===== src/rtl/frac_pattern_gen_pkg.sv =====
package frac_pattern_gen_pkg;
  typedef struct packed {
    logic load;
    logic adv;
  } pgStrobe_t;
endpackage


===== src/rtl/frac_pattern_gen_ctrl.sv =====
module frac_pattern_gen_ctrl
  import frac_pattern_gen_pkg::*;
#(
  parameter int INT_W  = 16,
  parameter int FRAC_W = 16
) (
  input  logic                    clk,
  input  logic                    rst,
  input  logic                    enable,
  input  logic                    load,
  input  logic [INT_W+FRAC_W-1:0] increment,
  output pgStrobe_t               strobes
);
  localparam int INC_W = INT_W + FRAC_W;
  localparam logic [INC_W-1:0] ONE = INC_W'(1) << FRAC_W;

  logic [FRAC_W-1:0] phaseAcc;
  logic [FRAC_W:0]   stepEff;
  logic [FRAC_W:0]   phaseSum;
  logic              carryOut;

  // Clip the step at exactly one unit so no more than one advance per cycle.
  always_comb begin
    if (increment >= ONE) stepEff = {1'b1, {FRAC_W{1'b0}}};
    else                  stepEff = {1'b0, increment[FRAC_W-1:0]};
    phaseSum = {1'b0, phaseAcc} + stepEff;
    carryOut = phaseSum[FRAC_W];
  end

  always_comb begin
    strobes.load = load && !enable;
    strobes.adv  = enable && carryOut;
  end

  always_ff @(posedge clk) begin
    if (rst)               phaseAcc <= '0;
    else if (strobes.load) phaseAcc <= '0;
    else if (enable)       phaseAcc <= phaseSum[FRAC_W-1:0];
  end

  AST_ACC_CLEAR_ON_LOAD: assert property (@(posedge clk) disable iff (rst)
    (load && !enable) |=> (phaseAcc == '0));

  AST_ACC_HOLD_IDLE: assert property (@(posedge clk) disable iff (rst)
    (!enable && !load) |=> $stable(phaseAcc));

  AST_LOAD_IGNORED_RUN: assert property (@(posedge clk) disable iff (rst)
    enable |-> !strobes.load);

  AST_ZERO_STEP_HOLD: assert property (@(posedge clk) disable iff (rst)
    (enable && increment == '0) |=> $stable(phaseAcc));
endmodule


===== src/rtl/frac_pattern_gen_datapath.sv =====
module frac_pattern_gen_datapath
  import frac_pattern_gen_pkg::*;
#(
  parameter int DATA_W = 32,
  parameter int LEN_W  = $clog2(DATA_W) + 1
) (
  input  logic              clk,
  input  logic              rst,
  input  pgStrobe_t         strobes,
  input  logic [DATA_W-1:0] patternIn,
  input  logic [LEN_W-1:0]  lengthIn,
  output logic              serialOut,
  output logic              bitAdv
);
  logic [DATA_W-1:0] shiftReg;
  logic [DATA_W-1:0] rotated;
  logic [LEN_W-1:0]  lenReg;
  logic [LEN_W-1:0]  lenClamped;
  int                wrapPos;

  always_comb begin
    if (lengthIn == '0)                lenClamped = LEN_W'(1);
    else if (int'(lengthIn) > DATA_W)  lenClamped = LEN_W'(DATA_W);
    else                               lenClamped = lengthIn;
    wrapPos = DATA_W - int'(lenReg);
  end

  // Rotate only the active top window; lower bits stay put.
  for (genvar i = 0; i < DATA_W; i++) begin : g_rot
    if (i == 0) begin : g_low
      always_comb rotated[i] = (wrapPos == 0) ? shiftReg[DATA_W-1] : shiftReg[i];
    end else begin : g_up
      always_comb begin
        if (i == wrapPos)     rotated[i] = shiftReg[DATA_W-1];
        else if (i > wrapPos) rotated[i] = shiftReg[i-1];
        else                  rotated[i] = shiftReg[i];
      end
    end
  end

  always_ff @(posedge clk) begin
    if (rst) begin
      shiftReg  <= '0;
      lenReg    <= LEN_W'(DATA_W);
      serialOut <= 1'b0;
      bitAdv    <= 1'b0;
    end else if (strobes.load) begin
      shiftReg  <= patternIn;
      lenReg    <= lenClamped;
      serialOut <= patternIn[DATA_W-1];
      bitAdv    <= 1'b0;
    end else if (strobes.adv) begin
      shiftReg  <= rotated;
      serialOut <= rotated[DATA_W-1];
      bitAdv    <= 1'b1;
    end else begin
      bitAdv    <= 1'b0;
    end
  end

  AST_LOAD_FIRST_BIT: assert property (@(posedge clk) disable iff (rst)
    strobes.load |=> (serialOut == $past(patternIn[DATA_W-1]) && !bitAdv));

  AST_ADV_STROBE: assert property (@(posedge clk) disable iff (rst)
    strobes.adv |=> bitAdv);

  AST_OUT_HOLD: assert property (@(posedge clk) disable iff (rst)
    (!strobes.adv && !strobes.load) |=> ($stable(serialOut) && !bitAdv));

  AST_ROTATE_NEXT: assert property (@(posedge clk) disable iff (rst)
    (strobes.adv && lenReg >= LEN_W'(2)) |=> (serialOut == $past(shiftReg[DATA_W-2])));

  AST_LEN_RANGE: assert property (@(posedge clk) disable iff (rst)
    (lenReg >= LEN_W'(1) && int'(lenReg) <= DATA_W));
endmodule


===== src/rtl/frac_pattern_gen.sv =====
module frac_pattern_gen
  import frac_pattern_gen_pkg::*;
#(
  parameter int DATA_W = 32,
  parameter int INT_W  = 16,
  parameter int FRAC_W = 16,
  parameter int LEN_W  = $clog2(DATA_W) + 1
) (
  input  logic                    clk,
  input  logic                    rst,
  input  logic                    enable,
  input  logic                    load,
  input  logic [DATA_W-1:0]       patternIn,
  input  logic [LEN_W-1:0]        lengthIn,
  input  logic [INT_W+FRAC_W-1:0] increment,
  output logic                    serialOut,
  output logic                    bitAdv
);
  pgStrobe_t strobes;

  frac_pattern_gen_ctrl #(
    .INT_W (INT_W),
    .FRAC_W(FRAC_W)
  ) u_ctrl (
    .clk      (clk),
    .rst      (rst),
    .enable   (enable),
    .load     (load),
    .increment(increment),
    .strobes  (strobes)
  );

  frac_pattern_gen_datapath #(
    .DATA_W(DATA_W),
    .LEN_W (LEN_W)
  ) u_dp (
    .clk      (clk),
    .rst      (rst),
    .strobes  (strobes),
    .patternIn(patternIn),
    .lengthIn (lengthIn),
    .serialOut(serialOut),
    .bitAdv   (bitAdv)
  );
endmodule


===== config.mk =====
export PLATFORM = sky130hd
export DESIGN_NAME = frac_pattern_gen
export DESIGN_NICKNAME = d
export VERILOG_FILES = /design/src/rtl/frac_pattern_gen_pkg.sv /design/src/rtl/frac_pattern_gen_ctrl.sv /design/src/rtl/frac_pattern_gen_datapath.sv /design/src/rtl/frac_pattern_gen.sv
export SDC_FILE = /design/constraint.sdc
export NUM_CORES = 1
export LEC_CHECK = 0
export BUFFER_PORTS_ARGS = -buffer_cell sky130_fd_sc_hd__buf_2
export CORE_MARGIN = 8
export CORE_UTILIZATION = 63
export CTS_CLUSTER_DIAMETER = 150
export DETAILED_ROUTE_END_ITERATION = 8
export PLACE_DENSITY_LB_ADDON = 0.1
export SYNTH_ARGS = -nofsm -noshare
export SYNTH_HDL_FRONTEND = slang
export SYNTH_HIERARCHICAL = 1
export SYNTH_SLANG_ARGS = --single-unit

===== constraint.sdc =====
create_clock -name clk -period 10.9 [get_ports clk]
set_clock_uncertainty 0.05 [all_clocks]
set_input_delay 2.725 -clock clk [delete_from_list [all_inputs] [get_ports clk]]
set_output_delay 2.725 -clock clk [all_outputs]
set_load 0.01 [all_outputs]

### After elaboration in Yosys (flattened, before gate mapping)

Index checks and enable logic that the tools add are counted.

| operators by class | value |
|---|---|
| bitwise gates (word level) | 0 |
| add/sub/neg operators | 2 |
| multipliers | 0 |
| reductions and logical operators | 69 |
| $lt $le $gt $ge | 33 |
| div/mod/pow operators | 0 |
| shift-type cells | 0 |
| equal/unequal tests | 31 |
| mux-type cells | 71 |

Operators by type and width:

| operator | number |
|---|---|
| $eq 6x32->1 const A | 16 |
| $gt 6x32->1 const A | 16 |
| $eq 5x32->1 const A | 8 |
| $gt 5x32->1 const A | 8 |
| $eq 4x32->1 const A | 4 |
| $gt 4x32->1 const A | 4 |
| $reduce_bool 3->1 | 30 |
| $mux 1 | 66 |
| $eq 3x32->1 const A | 2 |
| $gt 3x32->1 const A | 2 |
| $mux 32 | 2 |
| $reduce_and 2->1 | 31 |
| $eq 2x32->1 const A | 1 |
| $ge 32x17->1 const B | 1 |
| $gt 2x32->1 const A | 1 |
| $logic_not 32->1 | 1 |
| $add 16x17->17 | 1 |
| $mux 17 | 1 |
| $mux 6 | 2 |
| $sub 6x6->7 const A | 1 |
| $gt 6x6->1 const B | 1 |
| $logic_not 6->1 | 1 |
| $reduce_bool 2->1 | 2 |
| $logic_and 1x1->1 | 2 |
| other kinds (2) | 2 |

| storage, ports and cells | value |
|---|---|
| bits in writable memories | 0 |
| memories | 0 |
| bits of input ports | 74 |
| latch bits | 0 |
| register bits | 56 |
| bits in read-only memories | 0 |
| output and inout port bits | 2 |

### Depth between registers and ports, before layout

Gate-level depths: netlist (run 1).

| depth | value |
|---|---|
| depth in word-level cells | 6 |
| mapped depth | 20 |
| gate-level depth less buffers | 17 |

### Cells and area by module

The synthesis (run 1) kept the hierarchy.

By module, submodules not included:

| module | times used | area an instance (um^2) | cells an instance | seq. area each (um^2) |
|---|---|---|---|---|
| frac_pattern_gen_datapath | 1 | 3444.6 | 465 | 780.7 |
| frac_pattern_gen_ctrl | 1 | 1437.6 | 168 | 320.3 |

### Worst setup path after synthesis (run 1)

No wires, ideal clock.

| path | value |
|---|---|
| path type | in2reg |
| start | in increment[26] |
| end | reg u_dp.shiftReg[13] |
| arrival time | 5.990 ns |
| setup time | 0.117 ns |
| stages on the path | 19 |
| path slack | 4.743 ns |
| cell sequence | nor4_1 -> and4_1 -> clkbuf_1 -> clkbuf_1 -> and2_1 -> ha_1 -> fa_1 -> a21o_1 -> nand4_1 -> nand3_2 -> a21oi_1 -> a21oi_2 -> a31oi_1 -> mux2i_1 -> inv_1 -> nand2_1 -> clkbuf_1 -> nand2_1 -> a32o_1 |

RTL lines:

| item | RTL line | RTL |
|---|---|---|
| from (decl) | frac_pattern_gen.sv:15 | `input logic [INT_W+FRAC_W-1:0] increment,` |
| to (signal assigned) | frac_pattern_gen_datapath.sv:48 | `shiftReg <= patternIn;` |
| to (signal assigned) | frac_pattern_gen_datapath.sv:53 | `shiftReg <= rotated;` |
| to (decl) | frac_pattern_gen_datapath.sv:15 | `logic [DATA_W-1:0] shiftReg;` |

==> results of run 1 <==
## power by group through the flow
stage	Sequential (mW)	Combinational [mW]	Clock, mW
after CTS	0.221	0.140	0.127
after global placement	0.225	0.137	0
after floorplan	0.220	0.101	0
final	0.221	0.145	0.124
after detailed placement	0.225	0.139	0
after global routing	0.223	0.155	0.132
## cells by family after synthesis
| logic type | after synthesis | share of synthesized area |
|---|---|---|
| compound gates | 191 | 0.287 |
| xor+xnor | 17 | 0.0305 |
| fa+ha+maj | 21 | 0.0554 |
| buf+inv | 57 | 0.0492 |
| flops | 55 | 0.226 |
| mux | 48 | 0.0994 |
| simple gates | 244 | 0.253 |
## state kept, by name (all words and copies together), names as in the netlist, named ones only
signal	cells
u_dp/bitAdv	1
u_dp/lenReg	6
u_ctrl/phaseAcc	16
u_dp/shiftReg	31
## stage by stage
stage	total power [mW]	setup WS [ns]	cells	instance area, um^2	utilization
2_1_floorplan	0.321	4.74	633	4880	-
6_report	0.490	4.27	782	5350	0.703
5_1_grt	0.510	3.96	782	5350	0.703
3_5_place_dp	0.364	3.92	773	5250	0.691
3_3_place_gp	0.362	4.11	773	5250	0.691
4_1_cts	0.487	4.26	781	5340	0.702
## area by class of cell
class                           count  area share
Clock buffer                        5      0.0129
Clock inverter                      3     0.00351
Inverter                           13     0.00912
Multi-Input combinational cell    521       0.663
Sequential cell                    55       0.206
Tap cell                          102      0.0239
Timing Repair Buffer               83      0.0814
## worst max path at each step
stage / endpoint / slack, ns / depth (start not counted)
final: flip-flop / 4.27 / 15
after global routing: u_dp/shiftReg[29] / 3.96 / 17
after CTS: u_dp/shiftReg[11] / 4.26 / 17
after detailed placement: u_dp/shiftReg[9] / 3.92 / 17
after global placement: u_dp/shiftReg[9] / 4.11 / 16
after floorplan: u_dp/shiftReg[13] / 4.74 / 19
## worst max-delay path: stages
cell	delay (ns)
buf_2	0.09
nor4_1	0.26
and4_1	0.58
and2_1	0.20
ha_1	0.27
a21o_1	0.21
nand4_1	0.10
nand3_2	0.11
a21oi_1	0.23
a21oi_2	0.10
a31oi_1	0.22
mux2i_1	0.47
inv_1	0.21
a221o_1	0.39
a2111oi_0	0.57
## cells in the mapped netlist (10+ instances only)
master	n
a21o_1	10
a21oi_1	28
a31oi_1	11
and2_1	20
clkbuf_1	27
dfxtp_1	55
ha_1	20
inv_1	11
mux2i_1	44
nand2_1	57
nand2b_1	13
nand3_1	14
nor2_1	69
nor3_1	17
o21ai_0	39
xnor2_1	10
## routing by layer
layer	up-vias	part of all wire
met5	-	0
met4	0	0.016
met3	29	0.11
met2	309	0.43
met1	2447	0.45
li1	2433	-
==> results.ini, run 1 <==
[drt]
first_pass_iters = 5
drc = 0
via_count = 5218
wl_um = 15300
drt_iter0_markers = 523
viasPerCell = 6.67
ant_nets = 0
wl_per_cell_um = 19.6

[layout]
n_fill_cell = 658
syn2layout_area_growth_pct = 9.56
multi_input_area_um2 = 3550
area.sequential_um2 = 1100
drive_gt1_frac = 0.188
nNetsFinal = 774
final_common_cell = buf_2
final_cell_mix = 75 x buf_2, 69 x nor2_1, 57 x nand2_1
n_antenna_cell = 0

[power_and_ir_drop]
comb_power_share = 0.295
pwr-share-clk = 0.253
leakagePower_nw = 2.31
sw_frac_of_total = 0.359
p_switching_mw = 0.176
pwr-share-seq = 0.452
power.density_nw_per_um2 = 91.6
p_int_mw = 0.314
peakVddDrop_v = 0.0000565

[worst_setup_path]
cp-start-kind = primary input
critPathArrivalTime_ns = 6.74
r2r-start = u_dp/lenReg[0]
setup.worst_path.end_class = flip-flop
worstReg2RegEnd = u_dp/shiftReg[2]
worst_r2r_path_depth = 11
cp_max_fo = 18
r2r_setup_slack_ns = 6.38
cp-startpoint = increment[31]
crit_type = in2reg
required_ns = 11.01

[clocking]
ctsResizeCount = 0
cts_setup_buffers = 0
numCtsBuffers = 5
tritoncts = yes
clk_latency_ns = 0.32
cts_buffer_depth = 2
numClockSinks = 55
clk_pin_slew_worst_paths_ns = 0.10
ctsHtreeMaxLevel = 2
cts_root_buf = clkbuf_8
ctsHoldBuffers = 0

[floorplanning]
io_pins = 76
start_util = 0.642
rows = 32
core-area_um2 = 7610
die_h_um = 104
die-area_um2 = 10800
die_w_um = 104

[placement]
io_buffers = 75
detailed_place_hpwl_um = 11400
routabilityCongestion = 0.955

[sta]
rsz0062_at_grt = false
relSlewSlack = 0.350
clock.fmax_mhz = 151
setup_viol = 0
whs_ns = 0.414
period_needed_ns = 6.63
drv_slew = 0
finalHoldViolCount = 0
fin_crit_sh = 0.608
worst_pin_slew_ns = 0.974
tns_ns = 0

[grt]
overflow = 0
use_met2 = 0.407
gr-usage-met3 = 0.0626
grt_pass1_vias = 4917
grt_max_degree = 46
antenna_found_initial = 0
grtUsageTotal = 0.271
grt_pass1_wl_um = 24700
top_usage_layer = met2
use_met1 = 0.381

[logic_synthesis]
ys_warn_count = 6
syn_inst = 633
ys_top_cells_by_area = dfxtp_1 23%, mux2i_1 9.0%, nor2_1 5.3%
synth_fp_nets = 728
netlist-cell-type-count = 86
synth_edf_count = 0
synth_area_um2 = 4880
yosysTopAreaCellShare = 0.226
avgSynthCellArea_um2 = 7.71
async_flop_share = 0
yosysSeqAreaShare = 0.226
yosys.area.top_type = dfxtp_1
synth_ff_type = dfxtp_1
ys_seq_elements = 55

[hold_path]
min_to = u_dp/shiftReg[29]
hp-start = u_dp/shiftReg[29]
hold_path_class = reg2reg
worstHoldPathCells = 2

[status]
status = finished, final reports clean

[job]
cap_violations = 0

No activity file was read; power rests on OpenSTA's default activity.
==> inputs of run 2 (changes only) <==
Settings changed: ABC_AREA from default to 1, CORE_UTILIZATION 63 to 59.
Clock period 10.9 ns to 6.9 ns, I/O delays scaled along.
==> run 2 against run 1 <==
Combinational power up 120%. Largest cell class unchanged. Critical path depth up 8. Cell count up 39%. Synthesized cell count up 46%. Clock power up 63%. Highest routed layer unchanged.
==> results.ini, run 2 <==
[status]
status = finished, final reports clean  ; unchanged

[layout]
final_area_um2 = 5650  ; was 5350 um^2
nNetsFinal = 1074  ; was 774
n_antenna_cell = 0  ; unchanged
final_cell_mix = 291 x nand2_1, 141 x nor2_1, 131 x inv_1  ; was 75 x buf_2, 69 x nor2_1, 57 x nand2_1
final_common_cell = nand2_1  ; was buf_2
largest_reg_flops = 31  ; unchanged
syn2layout_area_growth_pct = 9.11  ; was 9.56%
top_register = u_dp/shiftReg  ; unchanged
final_util = 0.654  ; was 0.703
layout.cells.non_filler = 1088  ; was 782
top_regs = u_dp/shiftReg x31, u_ctrl/phaseAcc x16, u_dp/lenReg x6  ; unchanged
n_fill_cell = 872  ; was 658
drive_gt1_frac = 0.151  ; was 0.188

[sta]
timing.final.ws_setup_ns = 1.80  ; was 4.27 ns
clock.fmax_mhz = 196
whs_ns = 0.429  ; was 0.414 ns
setup_viol = 0  ; unchanged
drv_slew = 0  ; unchanged
worst_pin_slew_ns = 0.794  ; was 0.974 ns
rsz0062_at_grt = false  ; unchanged
period_needed_ns = 5.10
relSlewSlack = 0.470  ; was 0.350
tns_ns = 0  ; unchanged
finalHoldViolCount = 0  ; unchanged
fin_crit_sh = 0.739

[grt]
overflow = 0  ; unchanged
grtUsageTotal = 0.234  ; was 0.271
grt_pass1_wl_um = 23200  ; was 24700 um
grt_pass1_vias = 5005  ; was 4917
antenna_found_initial = 0  ; unchanged
grt_max_degree = 34  ; was 46

[clocking]
cts_setup_buffers = 0  ; unchanged
tritoncts = yes  ; unchanged
clk_pin_slew_worst_paths_ns = 0.10  ; about the same
cts_buffer_depth = 2  ; unchanged
ctsHoldBuffers = 0  ; unchanged
cts_root_buf = clkbuf_8  ; unchanged
numCtsBuffers = 5  ; unchanged
numClockSinks = 55  ; unchanged
clk_latency_ns = 0.31  ; was 0.32 ns
ctsHtreeMaxLevel = 2  ; unchanged
ctsResizeCount = 0  ; unchanged

[placement]
placed_cells = 1080  ; was 773
routabilityCongestion = 0.962  ; was 0.955
pre_cts_ws_ns = 1.41  ; was 3.92 ns
detailed_place_hpwl_um = 10600  ; was 11400 um
io_buffers = 75  ; unchanged
postPlaceCellArea_um2 = 5550  ; was 5250 um^2

[drt]
via_count = 5605  ; was 5218
wl_um = 13900  ; was 15300 um
first_pass_iters = 5  ; unchanged
viasPerCell = 5.15  ; was 6.67
ant_nets = 0  ; unchanged
wl_per_cell_um = 12.8  ; was 19.6 um
drt_iter0_markers = 433  ; was 523
drc = 0  ; unchanged

[worst_setup_path]
crit_type = in2reg  ; unchanged
critPathArrivalTime_ns = 5.30  ; was 6.74 ns
cp_max_fo = 30  ; was 18
setup.worst_path.end_class = flip-flop  ; unchanged
cp-start-kind = primary input  ; unchanged
required_ns = 7.10  ; was 11.01 ns

[floorplanning]
die_h_um = 110  ; was 104 um
die_w_um = 110  ; was 104 um
die-area_um2 = 12000  ; was 10800 um^2
start_util = 0.600  ; was 0.642
io_pins = 76  ; unchanged
rows = 34  ; was 32
core-area_um2 = 8640  ; was 7610 um^2

[logic_synthesis]
syn_inst = 924  ; was 633
synth_area_um2 = 5180  ; was 4880 um^2
avgSynthCellArea_um2 = 5.61  ; was 7.71 um^2
netlist-cell-type-count = 39  ; was 86
yosys.area.top_type = dfxtp_1  ; unchanged
yosysSeqAreaShare = 0.213  ; was 0.226
synth_common_cells = 291 x nand2_1, 142 x nor2_1, 131 x inv_1  ; was 69 x nor2_1, 57 x nand2_1, 55 x dfxtp_1
synth_ff_type = dfxtp_1  ; unchanged
yosysMostFrequentCell = nand2_1  ; was nor2_1
synth_fp_nets = 1019  ; was 728
ys_warn_count = 6  ; unchanged
ys_top_cells_by_area = dfxtp_1 21%, nand2_1 21%, nor2_1 10%  ; was dfxtp_1 23%, mux2i_1 9.0%, nor2_1 5.3%
yosysTopAreaCellShare = 0.213  ; was 0.226
ys_seq_elements = 55  ; unchanged
async_flop_share = 0  ; unchanged
synth_edf_count = 0  ; unchanged

[power_and_ir_drop]
leakagePower_nw = 3.14  ; was 2.31 nW
peakVddDrop_v = 0.000111  ; was 0.0000565 V
power.density_nw_per_um2 = 157  ; was 91.6 nW/um^2
p_total_mw = 0.887  ; was 0.490 mW

[job]
cap_violations = 0  ; unchanged

[hold_path]
hold_path_class = reg2reg  ; unchanged

-- run 2: changes by cell type after synthesis, sizes merged, moves of 9 or more --
cell	change
nand4	+9
inv	+130
nor2	+90
nand2	+254
mux2i	-44
nand2b	-14
nand3	+65
clkbuf	-10
nor3	-11
a21o	-11
and2	-19
o21a	-9
-- run 2: where the power goes --
| group | switching, mW | internal (mW) | total, mW |
|---|---|---|---|
| sequential | 0.0142 | 0.349 | 0.363 |
| clock | 0.110 | 0.0921 | 0.202 |
| combinational | 0.209 | 0.112 | 0.321 |
| total | 0.334 | 0.553 | 0.887 |
-- run 2: per-layer routing --
metal  track usage  vias to the layer above  share of wire
met2         0.351                      223           0.40
met1         0.347                     2396           0.49
met5             0                        -              0
li1              -                     2967              -
met3        0.0311                       19           0.10
met4        0.0501                        0          0.014
-- run 2: critical path, stage by stage --
cell	delay, ns
buf_2	0.09
nor2_1	0.10
nand4_1	0.10
nor2_1	0.28
inv_1	0.32
nor2_1	0.18
ha_1	0.22
fa_1	0.22
nand2_1	0.06
nand2_1	0.08
and2_4	0.16
nand2_2	0.05
nand2_2	0.07
nand3_2	0.07
nand3_2	0.07
nand2_1	0.04
nor2_1	0.18
nor2_1	0.11
inv_1	0.60
o21ai_0	0.25
nor2_1	0.15
nand2_1	0.06
a21oi_1	0.11
-- run 2: final timing paths --
path                          start           endpoint  slack, ns  cells after the start
setup / recovery      increment[29]  u_dp/shiftReg[23]       1.80                     23
hold / removal    u_dp/shiftReg[28]  u_dp/shiftReg[28]       0.43                      2
setup reg to reg     u_dp/lenReg[0]   u_dp/shiftReg[8]       3.70                     17
hold reg to reg   u_dp/shiftReg[28]  u_dp/shiftReg[28]       0.43                      2
-- run 2: cell families (layout without fill, tap and decap cells) --
group / count (synthesis) / count (layout) / synth area share
flip-flops: 55 / 55 / 0.213
AND/OR/NAND/NOR: 579 / 579 / 0.495
adder cells (fa/ha/maj): 21 / 21 / 0.0522
XOR/XNOR: 6 / 6 / 0.0101
AO/OA/AOI/OAI: 91 / 91 / 0.0947
buffers and inverters: 172 / 228 / 0.136
-- run 2: layout make-up --
| type | instances | area [um^2] | share of cell area |
|---|---|---|---|
| Multi-Input combinational cell | 697 | 3380 | 0.599 |
| Sequential cell | 55 | 1100 | 0.195 |
| Tap cell | 108 | 135 | 0.0239 |
| Inverter | 142 | 533 | 0.0943 |
| Clock buffer | 8 | 100 | 0.0177 |
| Timing Repair Buffer | 78 | 398 | 0.0704 |
